$ cat src/rtl/regwin_pkg.sv
package regwin_pkg;
  localparam int ADDR_W    = 8;
  localparam int WIN_AW    = 6;
  localparam int STRAP_W   = 3;
  localparam int DATA_W    = 8;
  localparam int NREG      = 1 << WIN_AW;
  localparam int EXT_SEL_W = ADDR_W - WIN_AW;

  localparam logic [WIN_AW-1:0] EXT_FIRST  = 6'h25;
  localparam logic [WIN_AW-1:0] HIGH_FIRST = 6'h20;
  localparam logic [WIN_AW-1:0] B7_ZERO_RG = 6'h10;

  typedef enum logic [1:0] {
    BUS_P00 = 2'b00,
    BUS_P01 = 2'b01,
    BUS_MUX = 2'b10,
    BUS_BAD = 2'b11
  } bus_mode_e;
endpackage

$ cat src/rtl/regwin_match.sv
module regwin_match
  import regwin_pkg::*;
(
  input  logic [ADDR_W-1:0]  addr_i,
  input  logic [STRAP_W-1:0] strap_i,
  input  logic               ext_mode_i,
  output logic               in_win_o,
  output logic [WIN_AW-1:0]  offset_o
);
  localparam int LEG_SEL_W = STRAP_W;

  logic ext_hit, leg_hit;

  // extended: lowest strap ignored, upper straps select a 64-byte window
  assign ext_hit  = addr_i[ADDR_W-1 -: EXT_SEL_W] == strap_i[STRAP_W-1 -: EXT_SEL_W];
  // legacy: all straps against the top address bits
  assign leg_hit  = addr_i[ADDR_W-1 -: LEG_SEL_W] == strap_i;
  assign in_win_o = ext_mode_i ? ext_hit : leg_hit;
  assign offset_o = addr_i[WIN_AW-1:0];
endmodule

$ cat src/rtl/regwin_access.sv
module regwin_access
  import regwin_pkg::*;
(
  input  logic [WIN_AW-1:0] offset_i,
  input  logic              ext_mode_i,
  input  logic [1:0]        bus_mode_i,
  output logic              reg_ok_o,
  output logic              mux_mode_o
);
  logic ext_blocked, high_blocked;

  assign ext_blocked  = !ext_mode_i && (offset_i >= EXT_FIRST);
  assign high_blocked = (bus_mode_e'(bus_mode_i) == BUS_BAD) && (offset_i >= HIGH_FIRST);
  assign reg_ok_o     = !ext_blocked && !high_blocked;
  assign mux_mode_o   = bus_mode_e'(bus_mode_i) == BUS_MUX;
endmodule

$ cat src/rtl/regwin_strobe.sv
module regwin_strobe
  import regwin_pkg::*;
(
  input  logic              clk_i,
  input  logic              rst_ni,
  input  logic              hit_i,
  input  logic              rd_i,
  input  logic              wr_i,
  input  logic [WIN_AW-1:0] offset_i,
  input  logic              mux_mode_i,
  output logic              oe_o,
  output logic [NREG-1:0]   wr_en_o,
  output logic [WIN_AW-1:0] reg_idx_o,
  output logic [DATA_W-1:0] rd_mask_o,
  output logic              mux_mode_o
);
  localparam logic [DATA_W-1:0] MASK_ALL = '1;
  localparam logic [DATA_W-1:0] MASK_B7  = {1'b0, {(DATA_W-1){1'b1}}};

  logic              rd_hit, wr_hit;
  logic [NREG-1:0]   wr_dec;

  assign rd_hit = hit_i && rd_i;
  assign wr_hit = hit_i && wr_i;

  for (genvar g = 0; g < NREG; g++) begin : g_wdec
    assign wr_dec[g] = wr_hit && (offset_i == WIN_AW'(g));
  end

  always_ff @(posedge clk_i or negedge rst_ni) begin
    if (!rst_ni) begin
      oe_o       <= 1'b0;
      wr_en_o    <= '0;
      reg_idx_o  <= '0;
      rd_mask_o  <= MASK_ALL;
      mux_mode_o <= 1'b0;
    end else begin
      oe_o       <= rd_hit;
      wr_en_o    <= wr_dec;
      reg_idx_o  <= (rd_hit || wr_hit) ? offset_i : '0;
      rd_mask_o  <= (rd_hit && offset_i == B7_ZERO_RG) ? MASK_B7 : MASK_ALL;
      mux_mode_o <= mux_mode_i;
    end
  end


  oe_needs_read_chk: assert property (@(posedge clk_i) disable iff (!rst_ni)
    oe_o |-> $past(rd_i));

  wr_onehot_chk: assert property (@(posedge clk_i) disable iff (!rst_ni)
    $onehot0(wr_en_o));

  wr_idx_match_chk: assert property (@(posedge clk_i) disable iff (!rst_ni)
    (wr_en_o != '0) |-> wr_en_o[reg_idx_o]);

  b7_mask_chk: assert property (@(posedge clk_i) disable iff (!rst_ni)
    !oe_o |-> (rd_mask_o == MASK_ALL));
endmodule

$ cat src/rtl/regwin_decoder.sv
module regwin_decoder
  import regwin_pkg::*;
(
  input  logic               clk_i,
  input  logic               rst_ni,
  input  logic               sel_ni,
  input  logic [ADDR_W-1:0]  addr_i,
  input  logic               rd_i,
  input  logic               wr_i,
  input  logic [STRAP_W-1:0] strap_i,
  input  logic [1:0]         bus_mode_i,
  input  logic               ext_ni,
  output logic               oe_o,
  output logic [NREG-1:0]    wr_en_o,
  output logic [WIN_AW-1:0]  reg_idx_o,
  output logic [DATA_W-1:0]  rd_mask_o,
  output logic               mux_mode_o
);
  logic              ext_mode, in_win, reg_ok, mux_mode, hit;
  logic [WIN_AW-1:0] offset;

  assign ext_mode = !ext_ni;

  regwin_match u_match (
    .addr_i     (addr_i),
    .strap_i    (strap_i),
    .ext_mode_i (ext_mode),
    .in_win_o   (in_win),
    .offset_o   (offset)
  );

  regwin_access u_access (
    .offset_i   (offset),
    .ext_mode_i (ext_mode),
    .bus_mode_i (bus_mode_i),
    .reg_ok_o   (reg_ok),
    .mux_mode_o (mux_mode)
  );

  assign hit = !sel_ni && in_win && reg_ok;

  regwin_strobe u_strobe (
    .clk_i      (clk_i),
    .rst_ni     (rst_ni),
    .hit_i      (hit),
    .rd_i       (rd_i),
    .wr_i       (wr_i),
    .offset_i   (offset),
    .mux_mode_i (mux_mode),
    .oe_o       (oe_o),
    .wr_en_o    (wr_en_o),
    .reg_idx_o  (reg_idx_o),
    .rd_mask_o  (rd_mask_o),
    .mux_mode_o (mux_mode_o)
  );


  desel_quiet_chk: assert property (@(posedge clk_i) disable iff (!rst_ni)
    sel_ni |=> (!oe_o && wr_en_o == '0));

  legacy_hidden_chk: assert property (@(posedge clk_i) disable iff (!rst_ni)
    (ext_ni && addr_i[WIN_AW-1:0] >= EXT_FIRST) |=> (!oe_o && wr_en_o == '0));

  bad_bus_hidden_chk: assert property (@(posedge clk_i) disable iff (!rst_ni)
    (bus_mode_i == 2'b11 && addr_i[WIN_AW-1:0] >= HIGH_FIRST) |=> (!oe_o && wr_en_o == '0));

  ext_window_chk: assert property (@(posedge clk_i) disable iff (!rst_ni)
    (!ext_ni && addr_i[ADDR_W-1 -: 2] != strap_i[STRAP_W-1 -: 2]) |=> (!oe_o && wr_en_o == '0));
endmodule

$ cat config.mk
export PLATFORM = sky130hd
export DESIGN_NAME = regwin_decoder
export DESIGN_NICKNAME = d
export VERILOG_FILES = /design/src/rtl/regwin_pkg.sv /design/src/rtl/regwin_match.sv /design/src/rtl/regwin_access.sv /design/src/rtl/regwin_strobe.sv /design/src/rtl/regwin_decoder.sv
export SDC_FILE = /design/constraint.sdc
export NUM_CORES = 1
export LEC_CHECK = 0
export CAP_MARGIN = 20
export CORE_ASPECT_RATIO = 0.6
export CORE_MARGIN = 10
export CORE_UTILIZATION = 35
export CTS_BUF_LIST = sky130_fd_sc_hd__clkbuf_16
export CTS_CLUSTER_SIZE = 28
export DETAILED_ROUTE_END_ITERATION = 6
export DONT_BUFFER_PORTS = 1
export HOLD_SLACK_MARGIN = 0.15
export SLEW_MARGIN = 20
export SYNTH_ARGS = -nofsm -noshare
export SYNTH_HDL_FRONTEND = slang
export SYNTH_SLANG_ARGS = --single-unit
$ cat constraint.sdc
create_clock -name clk_i -period 0.85 [get_ports clk_i]
set_clock_uncertainty 0.2 [all_clocks]
set_input_delay 0.085 -clock clk_i [delete_from_list [all_inputs] [get_ports clk_i]]
set_output_delay 0.085 -clock clk_i [all_outputs]
set_load 0.03 [all_outputs]
# --- Yosys cells after proc, flatten, opt, wreduce, memory -nomap -nowiden ---
# Cells that the tools add are included.
word_totals:
  wordCells: 154
  register_bits: 80
  inputBits: 19
  out_inout_bits: 80
op_classes:
  n_lt_le_gt_ge: 2
  mux: 3
  reduce_logical: 77
  n_eq_ne: 67
ops:
  columns: ["cell", "count"]
  rows:
  - ["$eq A6 B6 Y1 const B", 32]
  - ["$eq A6 B5 Y1 const B", 16]
  - ["$logic_and A1 B1 Y1", 72]
  - ["$eq A6 B4 Y1 const B", 8]
  - ["$eq A6 B3 Y1 const B", 4]
  - ["$eq A6 B2 Y1 const B", 2]
  - ["$ge A6 B6 Y1 const B", 2]
  - ["$mux W8", 1]
  - ["$eq A6 B1 Y1 const B", 1]
  - ["$logic_not A6 Y1", 1]
  - ["$mux W6", 1]
  - ["$eq A2 B2 Y1 const B", 2]
  - ["$eq A3 B3 Y1", 1]
  - ["$logic_not A1 Y1", 3]
  - ["$eq A2 B2 Y1", 1]
  - ["$logic_or A1 B1 Y1", 1]
  - ["$mux W1", 1]

# --- Logic depth before layout (Yosys ltp) ---
# Gate-level depths: netlist (run 1).
depth:
  ltp_word: 8
  ltp_mapped: 5

# --- Hierarchy ---
# From an unflattened synthesis (run 1), not the netlist that was laid out.
hier_totals:
  cells_unflattened: 202
  area_unflattened_um2: 2548.7
modules_own_cells:
  columns: ["module", "n_inst", "cells_each", "area_per_inst_um2"]
  rows:
  - ["regwin_strobe", 1, 184, 2416.1]
  - ["regwin_match", 1, 10, 81.3]
  - ["regwin_access", 1, 6, 38.8]
  - ["regwin_decoder", 1, 2, 12.5]

# --- Worst setup path after synthesis (run 1) ---
# No wires, ideal clock.
synth_timing:
  path_type: "input -> register"
  from: "input port addr_i[1]"
  to: "register u_strobe.rd_mask_o[7]"
  path_slack_ns: -0.576
  n_path_buf: 1
  path_stages: 4
  arrival_ns: 1.132
  required_time_ns: 0.556
  cell_sequence: "buf_2 o21ai_1 a41oi_4 or4_1"
synth_via:
  elab_chain_cells: 8
  elab_cells_between_ends: 12
  cone_classes: "order compare: 2; eq/ne: 1; mux: 1; reduce/logical: 8"
synth_rtl:
  columns: ["item", "line_no", "rtl"]
  rows:
  - ["from (decl)", "regwin_decoder.sv:7", "input logic [ADDR_W-1:0] addr_i,"]
  - ["$ge A6 B6 Y1, on equally long branches", "regwin_access.sv:12, regwin_access.sv:13", null]
  - ["$logic_and A1 B1 Y1, on equally long branches", "regwin_access.sv:12, regwin_access.sv:13", null]
  - ["$logic_not A1 Y1", "regwin_access.sv:14", "assign reg_ok_o = !ext_blocked && !high_blocked;"]
  - ["$logic_and A1 B1 Y1", "regwin_access.sv:14", null]
  - ["$logic_and A1 B1 Y1", "regwin_decoder.sv:40", "assign hit = !sel_ni && in_win && reg_ok;"]
  - ["$logic_and A1 B1 Y1", "regwin_strobe.sv:23", "assign rd_hit = hit_i && rd_i;"]
  - ["$logic_and A1 B1 Y1 (*)", "regwin_strobe.sv:41", "rd_mask_o <= (rd_hit && offset_i == B7_ZERO_RG) ? MASK_B7 : MASK_ALL;"]
  - ["$mux W8 (*)", "regwin_strobe.sv:41", null]
  - ["to (signal assigned)", "regwin_strobe.sv:41", null]
  - ["to (decl)", "regwin_strobe.sv:14", "output logic [DATA_W-1:0] rd_mask_o,"]
# Every way passes the cells marked *; elsewhere a longest branch is shown, timed or not.

# --- Worst setup path after layout (run 1) ---
layout_timing:
  from: "register u_strobe.rd_mask_o[7]"
  to: "output port rd_mask_o[7]"
layout_rtl:
  columns: ["item", "line_no", "rtl"]
  rows:
  - ["to (decl)", "regwin_decoder.sv:16", "output logic [DATA_W-1:0] rd_mask_o,"]
# No word-level cell between the ends.

==> results.md, run 1 <==
- Gr usage total: 18.6%
- CP required: 560 ps
- Die ar.: 11800 sq um
- Post-synthesis simple-gate area fraction: between 20% and 30%
- Antenna Cells: 0
- Setup TNS: -38420 ps
- Clock power frac: between 40% and 50%
- Combinational share of power: 18.3%
- Critical Path AT: 970 ps
- Final Cycle Share: 148%
- Starting Density: 36.8%
- Most common cell after layout, fill and taps aside: nor4_4
- Post-synthesis compound-gate area fraction: 1.74%
- Syn avg cell area: 12.1 sq um
- Core area: about 7400 sq um
- Met3 Wirelength: 1210 um
- Uppermost layer routed: met4
- Routability cong.: 0.794
- Total gr overflow: 0
- Internal Pwr Total: 6.79 mW
- Most frequent cells in the layout: nor4_4, dfrtp_2, buf_6
- Slew @ Worst Pin: about 570 ps
- Setup violators final: 145
- First-pass GRT wire length: 16400 um
- YS warnings: 0
- Violated checks: hold timing, setup timing
- Synth Area in Adders: 0%
- Pwr per Cell Area: 1640 nW/um^2
- Fmax: between 700 and 800 MHz
- Vias/cell: 5.70
- Worst slew margin: between 60 and 70%
- PortBufs: 0
- Maxcap violations: 0
- #FFs+latches synth: 73
- Post-synthesis sequential area ratio: 67.0%
- Pre-CTS setup slack: -659 ps
- H-Tree Depth: 3
- Pleak: 2.17 nW
- Synth cell types: 27
- Main combinational cell family by area after synthesis: simple AND/OR/NAND/NOR gates
- Critical Path Sink Type: primary output
- Via count: 2375
- Max rail drop VDD: around 0.0011 V
- FFs w/ async S/R, synth: 100%
- Wl on met1: between 5000 and 6000 um
- Largest net degree at the start of global routing: between 70 and 80
- Synth area leaders: dfrtp_1, nor4_1, nand2_1
- Share of layout cells above drive strength 1: 83.7%
- IO Pins: 99
- DP Cell Count: 334
- Drc violations: 0
- Min Tclk post-route: 1260 ps
- Critical path startpoint category: flop
- Switching pwr: between 2 and 2.5 mW
- CTS sink cnt: 73
- Final worst slack: -408 ps
- Initial antenna violation count: 0
- Average wire per standard cell: roughly 30 um
- WHS: -766 ps
- Clock-pin slew on the worst setup and hold paths: 60 ps
- Sequential Power Share: 38.1%
- Area leader, netlist: dfrtp_1
- Die Ht: 88.4 um
- WL met2: 5910 um
- Cells after synthesis: 225
- Final slew viol count: 0
- Final Hold Fails: 105
- RSZ-0062 raised after global routing: true
- WL final: 12400 um
- Detail Route Antenna Nets: 0
- Hold buffer count at cts: 2
- Synth Flop Type: dfrtp_1
- Num CTS Buffers: 9
- Total Power: 9.24 mW
- CTS Root Cell: clkbuf_16
- Switching Share: a little over a quarter
- Hold Path Class: in2async
- Critical path class: reg2out
- Worst Setup EP: rd_mask_o[7]
- Beginning of the critical path: u_strobe.rd_mask_o[7]$_DFF_PN1_
- Synthesized area: 2730 sq um
- EDFF count, synth: 0
- Outcome: finished, violations left
- Die Wd: between 100 and 150 um
- Initial DRC Count: about 120
- Fin nets: 327
- Synth top area share: 66.1%
- Rows: 24
- Synth Area in XOR/XNOR: 0.597%
- Mux contribution to synthesized area: 0%
- Area Growth Syn to Fin: 106%
- CTS tree: yes
- Worst Path Max Fanout: 1
- Vias in the first global route: 2524
- TritonRoute pass-1 iters: 4
- WP depth: 0
- CTS max path bufs: 2
- Final Non-Filler Cells: 417
- Estimated wirelength of the detail-placed design: around 5700 um
-- how the worst min path moves through the flow --
stage | slack (ps) | cells past startpoint | end
final | -770 | 0 | u_strobe.wr_en_o[14]$_DFF_PN0_
after floorplan | -410 | 0 | u_strobe.mux_mode_o$_DFF_PN0_
after CTS | -770 | 0 | u_strobe.wr_en_o[28]$_DFF_PN0_
after global placement | -410 | 0 | u_strobe.wr_en_o[28]$_DFF_PN0_
after global routing | -780 | 0 | u_strobe.wr_en_o[0]$_DFF_PN0_
after detailed placement | -410 | 0 | u_strobe.wr_en_o[28]$_DFF_PN0_
-- routing by layer --
layer | vias up | GRT usage (%)
met4 | 0 | 4.13
met2 | 110 | 27.0
li1 | 1006 | -
met5 | - | 0
met1 | 1252 | 24.0
met3 | 7 | 9.90
-- synth_stat cells (3+ instances only) --
cell type and n:
nand2_1 17, clkbuf_1 12, nand3_1 7, buf_4 8
dfrtp_1 72, nor4_1 70, nor2b_1 6, buf_2 9
nor2_1 3, nand4_1 4
-- cell families (layout without fill, tap and decap cells) --
kind of cell,count (synthesis),count (layout)
other,1,7
AO/OA/AOI/OAI,4,5
XOR/XNOR,1,1
buffers and inverters,32,113
flip-flops,73,73
AND/OR/NAND/NOR,114,114
-- per-stage QoR --
stage               cell area [sq um]  util, %
global route                     5630     75.9
finish                           5630     75.9
floorplan                        2880        -
CTS                              4950     66.7
global placement                 3090     41.6
detailed placement               3090     41.6
-- power by group through the flow --
stage	registers, mW	clock network, mW	logic (mW)
floorplan	3.58	0	0.433
global placement	3.58	0	0.456
detailed placement	3.58	0	0.469
CTS	3.52	4.01	1.27
global route	3.52	4.23	1.74
finish	3.52	4.03	1.69
-- what timing repair did --
| item | in CTS | in global routing |
|---|---|---|
| endpoints found under the setup margin | 145 | 145 |
| cloned | 13 | 6 |
| buffers inserted | 30 | 25 |
| endpoints found under the hold margin | 146 | 145 |
| gates resized for setup | 202 | 105 |
| pin swaps | 69 | 21 |
-- sequential cells by signal (all words and copies together) (netlist names) --
| register | count |
|---|---|
| u_strobe.mux_mode_o | 1 |
| u_strobe.reg_idx_o | 6 |
| u_strobe.rd_mask_o | 1 |
| u_strobe.wr_en_o | 64 |
| u_strobe.oe_o | 1 |
-- layout make-up --
type                       instances  area, sq um
fill                             407         1790
tap                              104          130
timing repair buffer              96         1370
clock buffer                       9          225
sequential                        73         1910
inverter                           1         3.75
multi-input combinational        127         1910
clock inverter                     7         87.6
Note: power is estimated with default switching activity, not from simulation.
==> inputs of run 2 (changes only) <==
CTS_BUF_LIST = sky130_fd_sc_hd__clkbuf_4   (was sky130_fd_sc_hd__clkbuf_16)
==> run 2 against run 1 <==
The flow still finishes with violations (hold timing, setup timing). Via count decreased by 5.9%. Critical path depth is the same. Largest cell class unchanged. Cell count decreased by 6.5%. Clock power down 37%. Sequential power barely moved. Wire length fell by 8.7%. First-iteration DRC count up 26%. Final area down 7.5%. Utilization is 5.7 points lower. Die area stayed put.
==> results.md, run 2 (synthesized netlist as in run 1, its figures left out) <==
- Outcome: finished, violations left
- Violated checks: hold timing, setup timing
- Die Wd: 134 um
- Final Cycle Share: 162%
- Combinational share of power: 20.2%
- Hold Path Class: in2async
- Starting Density: 36.8%
- Fmax: 728 MHz
- Share of layout cells above drive strength 1: 83.2%
- Max reg flops: 64
- Maxcap violations: 0
- Largest net degree at the start of global routing: 74
- Sequential Power Share: 46.6%
- Estimated wirelength of the detail-placed design: 5750 um
- Fin nets: 300
- Worst Path Max Fanout: 1
- Antenna Cells: 0
- Die Ht: 88.4 um
- Hold buffer count at cts: 2
- Dpl cell area: between 3000 and 4000 sq um
- CTS sink cnt: 73
- Pwr per Cell Area: 1450 nW/um^2
- Rows: 24
- Pleak: a little under 2 nW
- Num CTS Buffers: 9
- Final worst slack: -524 ps
- Top flop regs: u_strobe.wr_en_o (64), u_strobe.reg_idx_o (6)
- Met3 Wirelength: approximately 1000 um
- Internal Pwr Total: 5.39 mW
- CTS tree: yes
- CTS Root Cell: clkbuf_4
- Final Hold Fails: 137
- Pre-CTS setup slack: -659 ps
- Clock-pin slew on the worst setup and hold paths: 120 ps
- Critical Path AT: about 1100 ps
- Switching pwr: between 2 and 2.5 mW
- Wl on met1: 4930 um
- Min Tclk post-route: around 1400 ps
- Initial antenna violation count: 0
- WHS: -880 ps
- Critical Path Sink Type: primary output
- First-pass GRT wire length: 15500 um
- Initial DRC Count: 150
- Clock power frac: 33.3%
- WL final: 11300 um
- Biggest register: u_strobe.wr_en_o
- Final Cell Area: 5200 sq um
- CTS max path bufs: 2
- Die ar.: 11800 sq um
- Vias in the first global route: between 2000 and 2500
- WL met2: 5300 um
- H-Tree Depth: 3
- PortBufs: 0
- TritonRoute pass-1 iters: 4
- Routability cong.: 0.794
- Total gr overflow: 0
- Drc violations: 0
- IO Pins: 99
- Detail Route Antenna Nets: 0
- Core area: approximately 7400 sq um
- RSZ-0062 raised after global routing: true
- Vias/cell: roughly 5.7
- Average wire per standard cell: 29.1 um
- Gr usage total: between 10% and 20%
- Max rail drop VDD: 0.000728 V
- Most common cell after layout, fill and taps aside: nor4_4
- Switching Share: between 20% and 30%
- Worst slew margin: between 60% and 70%
- CP required: 560 ps
- Via count: 2236
- Uppermost layer routed: met4
- Final slew viol count: 0
- Setup violators final: 144
- Slew @ Worst Pin: 508 ps
- Critical path class: reg2out
- Most frequent cells in the layout: nor4_4, dfrtp_2, buf_12
- Area Growth Syn to Fin: 90.9%
- Critical path startpoint category: flop
[run 2: cell type report]
| class | count | area (sq um) |
|---|---|---|
| tap | 104 | 130 |
| fill | 489 | 2210 |
| timing repair buffer | 70 | 1130 |
| clock buffer | 11 | 82.6 |
| multi-input combinational | 126 | 1870 |
| clock inverter | 5 | 80.1 |
| inverter | 1 | 3.75 |
| sequential | 73 | 1910 |
[run 2: worst paths after layout]
path,from,to,cells after the start,slack [ps]
max,u_strobe.rd_mask_o[7]$_DFF_PN1_,rd_mask_o[7],0,-520
min in group clk_i,addr_i[1],u_strobe.reg_idx_o[1]$_DFF_PN0_,2,-400
min,rst_ni,u_strobe.wr_en_o[28]$_DFF_PN0_,0,-880
max in group asynchronous,rst_ni,u_strobe.rd_mask_o[7]$_DFF_PN1_,0,1130
[run 2: what timing repair did]
| item | CTS | global route |
|---|---|---|
| setup buffers | 14 | 12 |
| gates resized for setup | 198 | 68 |
| pin swaps | 66 | 14 |
| setup endpoints to repair | 126 | 145 |
| cloned | 10 | 5 |
| hold endpoints to repair | 146 | 146 |
[run 2: per-layer routing]
| layer | GRT usage [%] | vias to the layer above |
|---|---|---|
| met3 | 9.45 | 8 |
| met1 | 22.7 | 1196 |
| li1 | - | 941 |
| met5 | 0 | - |
| met2 | 25.4 | 91 |
| met4 | 2.36 | 0 |
[run 2: power groups by stage]
stage	combinational, mW	clock, mW	sequential, mW
global placement	0.456	0	3.58
global route	1.57	2.73	3.52
finish	1.52	2.52	3.52
detailed placement	0.469	0	3.58
floorplan	0.433	0	3.58
CTS	1.18	2.53	3.52
[run 2: per-stage QoR]
step	utilization, %	instances	setup TNS [ps]	power (mW)	hold WS (ps)
after floorplan	-	231	-31660	4.02	-411
after global placement	41.6	334	-34740	4.04	-408
after detailed placement	41.6	334	-36360	4.05	-408
after CTS	62.6	376	-39920	7.22	-905
after global routing	70.2	390	-38810	7.82	-920
final	70.2	390	-36010	7.56	-880
==> inputs of run 3 (changes only) <==
REMOVE_ABC_BUFFERS = 1   (was unset)
==> run 3 against run 2 <==
The run still ends with hold timing, setup timing left. Maximum frequency rose by 0.70%. Die area did not move. Final area rose by 3.3%. Via count rose by 2.5%. Largest power group unchanged.
==> results.md, run 3 (synthesized netlist as in run 1, its figures left out) <==
- Total gr overflow: 0
- Via count: 2293
- Pre-CTS setup slack: -622 ps
- Estimated wirelength of the detail-placed design: 5390 um
- Die Wd: 134 um
- WL final: 11600 um
- Fin nets: around 320
- Violated checks: hold timing, setup timing
- Critical path startpoint category: flop
- Final slew viol count: 0
- Worst Path Max Fanout: 1
- CTS max path bufs: 2
- Share of layout cells above drive strength 1: approximately four fifths
- H-Tree Depth: 3
- CTS tree: yes
- Pwr per Cell Area: 1380 nW/um^2
- Hold Path Class: in2async
- Final Non-Filler Cells: 406
- CTS Root Cell: clkbuf_4
- Final Cycle Share: 161%
- TritonRoute pass-1 iters: 4
- Drc violations: 0
- Initial antenna violation count: 0
- Starting Density: 36.8%
- Hold buffer count at cts: 2
- Gr usage total: 19.4%
- Slew @ Worst Pin: 535 ps
- Setup violators final: about 150
- CTS sink cnt: 73
- RSZ-0062 raised after global routing: true
- Outcome: finished, violations left
- Average wire per standard cell: 28.6 um
- Rows: 24
- Most frequent cells in the layout: nor4_4, dfrtp_2, buf_12
- Final Hold Fails: 138
- Pleak: between 2 and 2.5 nW
- Maxcap violations: 0
- CP required: 560 ps
- Critical Path AT: 1080 ps
- IO Pins: 99
- Initial DRC Count: 131
- Max rail drop VDD: about 0.00065 V
- Detail Route Antenna Nets: 0
- Max reg flops: between 60 and 70
- Largest net degree at the start of global routing: 74
- DP Cell Count: 331
- Worst slew margin: between 60% and 70%
- Critical Path Sink Type: primary output
- Fmax: 733 MHz
- PortBufs: 0
- Routability cong.: a little under 0.8
- Die Ht: approximately 88 um
- Critical path class: reg2out
- Vias/cell: roughly 5.6
- Final worst slack: -515 ps
- Num CTS Buffers: 9
- Vias in the first global route: approximately 2400
- Area Growth Syn to Fin: 97.2%
- Min Tclk post-route: 1360 ps
- Top flop regs: u_strobe.wr_en_o (64), u_strobe.reg_idx_o (6)
- Core area: about 7400 sq um
- Biggest register: u_strobe.wr_en_o
- First-pass GRT wire length: 16900 um
- WHS: -872 ps
- Die ar.: between 10000 and 15000 sq um
- Setup TNS: -44630 ps
- Clock-pin slew on the worst setup and hold paths: between 100 and 150 ps
## run 3: final cells by class
type / instances / area (sq um)
fill: 466 / 2040
antenna: 1 / 2.50
multi-input combinational: 127 / 1820
clock buffer: 10 / 75.1
clock inverter: 6 / 67.6
sequential: 73 / 1910
timing repair buffer: 84 / 1370
tap: 104 / 130
inverter: 1 / 3.75
## run 3: timing repair
item,in CTS,in global routing
pin swaps,46,19
gates resized for setup,210,69
hold endpoints to repair,146,146
setup buffers,28,17
cloned,21,2
endpoints found under the setup margin,145,145
## run 3: worst max path at each step
stage                                    start                         endpoint  slack [ps]  cells past startpoint
2_1_floorplan                        addr_i[6]  u_strobe.rd_mask_o[7]$_DFF_PN1_       -1250                      3
3_3_place_gp                         addr_i[6]  u_strobe.rd_mask_o[7]$_DFF_PN1_        -570                      3
3_5_place_dp                         addr_i[6]   u_strobe.wr_en_o[48]$_DFF_PN0_        -620                      4
4_1_cts        u_strobe.rd_mask_o[7]$_DFF_PN1_                     rd_mask_o[7]        -540                      0
5_1_grt        u_strobe.rd_mask_o[7]$_DFF_PN1_                     rd_mask_o[7]        -560                      0
6_report       u_strobe.rd_mask_o[7]$_DFF_PN1_                     rd_mask_o[7]        -510                      0
## run 3: report_power, final
| part | leakage [nW] | internal, mW | switching, mW | total [mW] |
|---|---|---|---|---|
| sequential | 0.910 | 3.49 | 0.0301 | 3.52 |
| clock | 0.0730 | 0.938 | 1.27 | 2.21 |
| combinational | 1.05 | 0.797 | 0.907 | 1.70 |
| total | 2.04 | 5.22 | 2.21 | 7.43 |
## run 3: per-stage QoR
stage | power (mW) | cell area (sq um) | utilization, %
after floorplan | 3.85 | 2590 | -
after global placement | 4.04 | 3070 | 41.4
after detailed placement | 4.05 | 3070 | 41.4
after CTS | 7.25 | 5010 | 67.6
after global routing | 7.75 | 5370 | 72.4
final | 7.43 | 5380 | 72.5
## run 3: routing by layer
layer  GRT usage [%]  part of all wire (%)  up-vias
met5               0                     0        -
met4            4.82                  0.70        0
met3            7.98                   8.6       10
met2            29.3                    46       90
met1            25.3                    44     1210
li1                -                     -      983
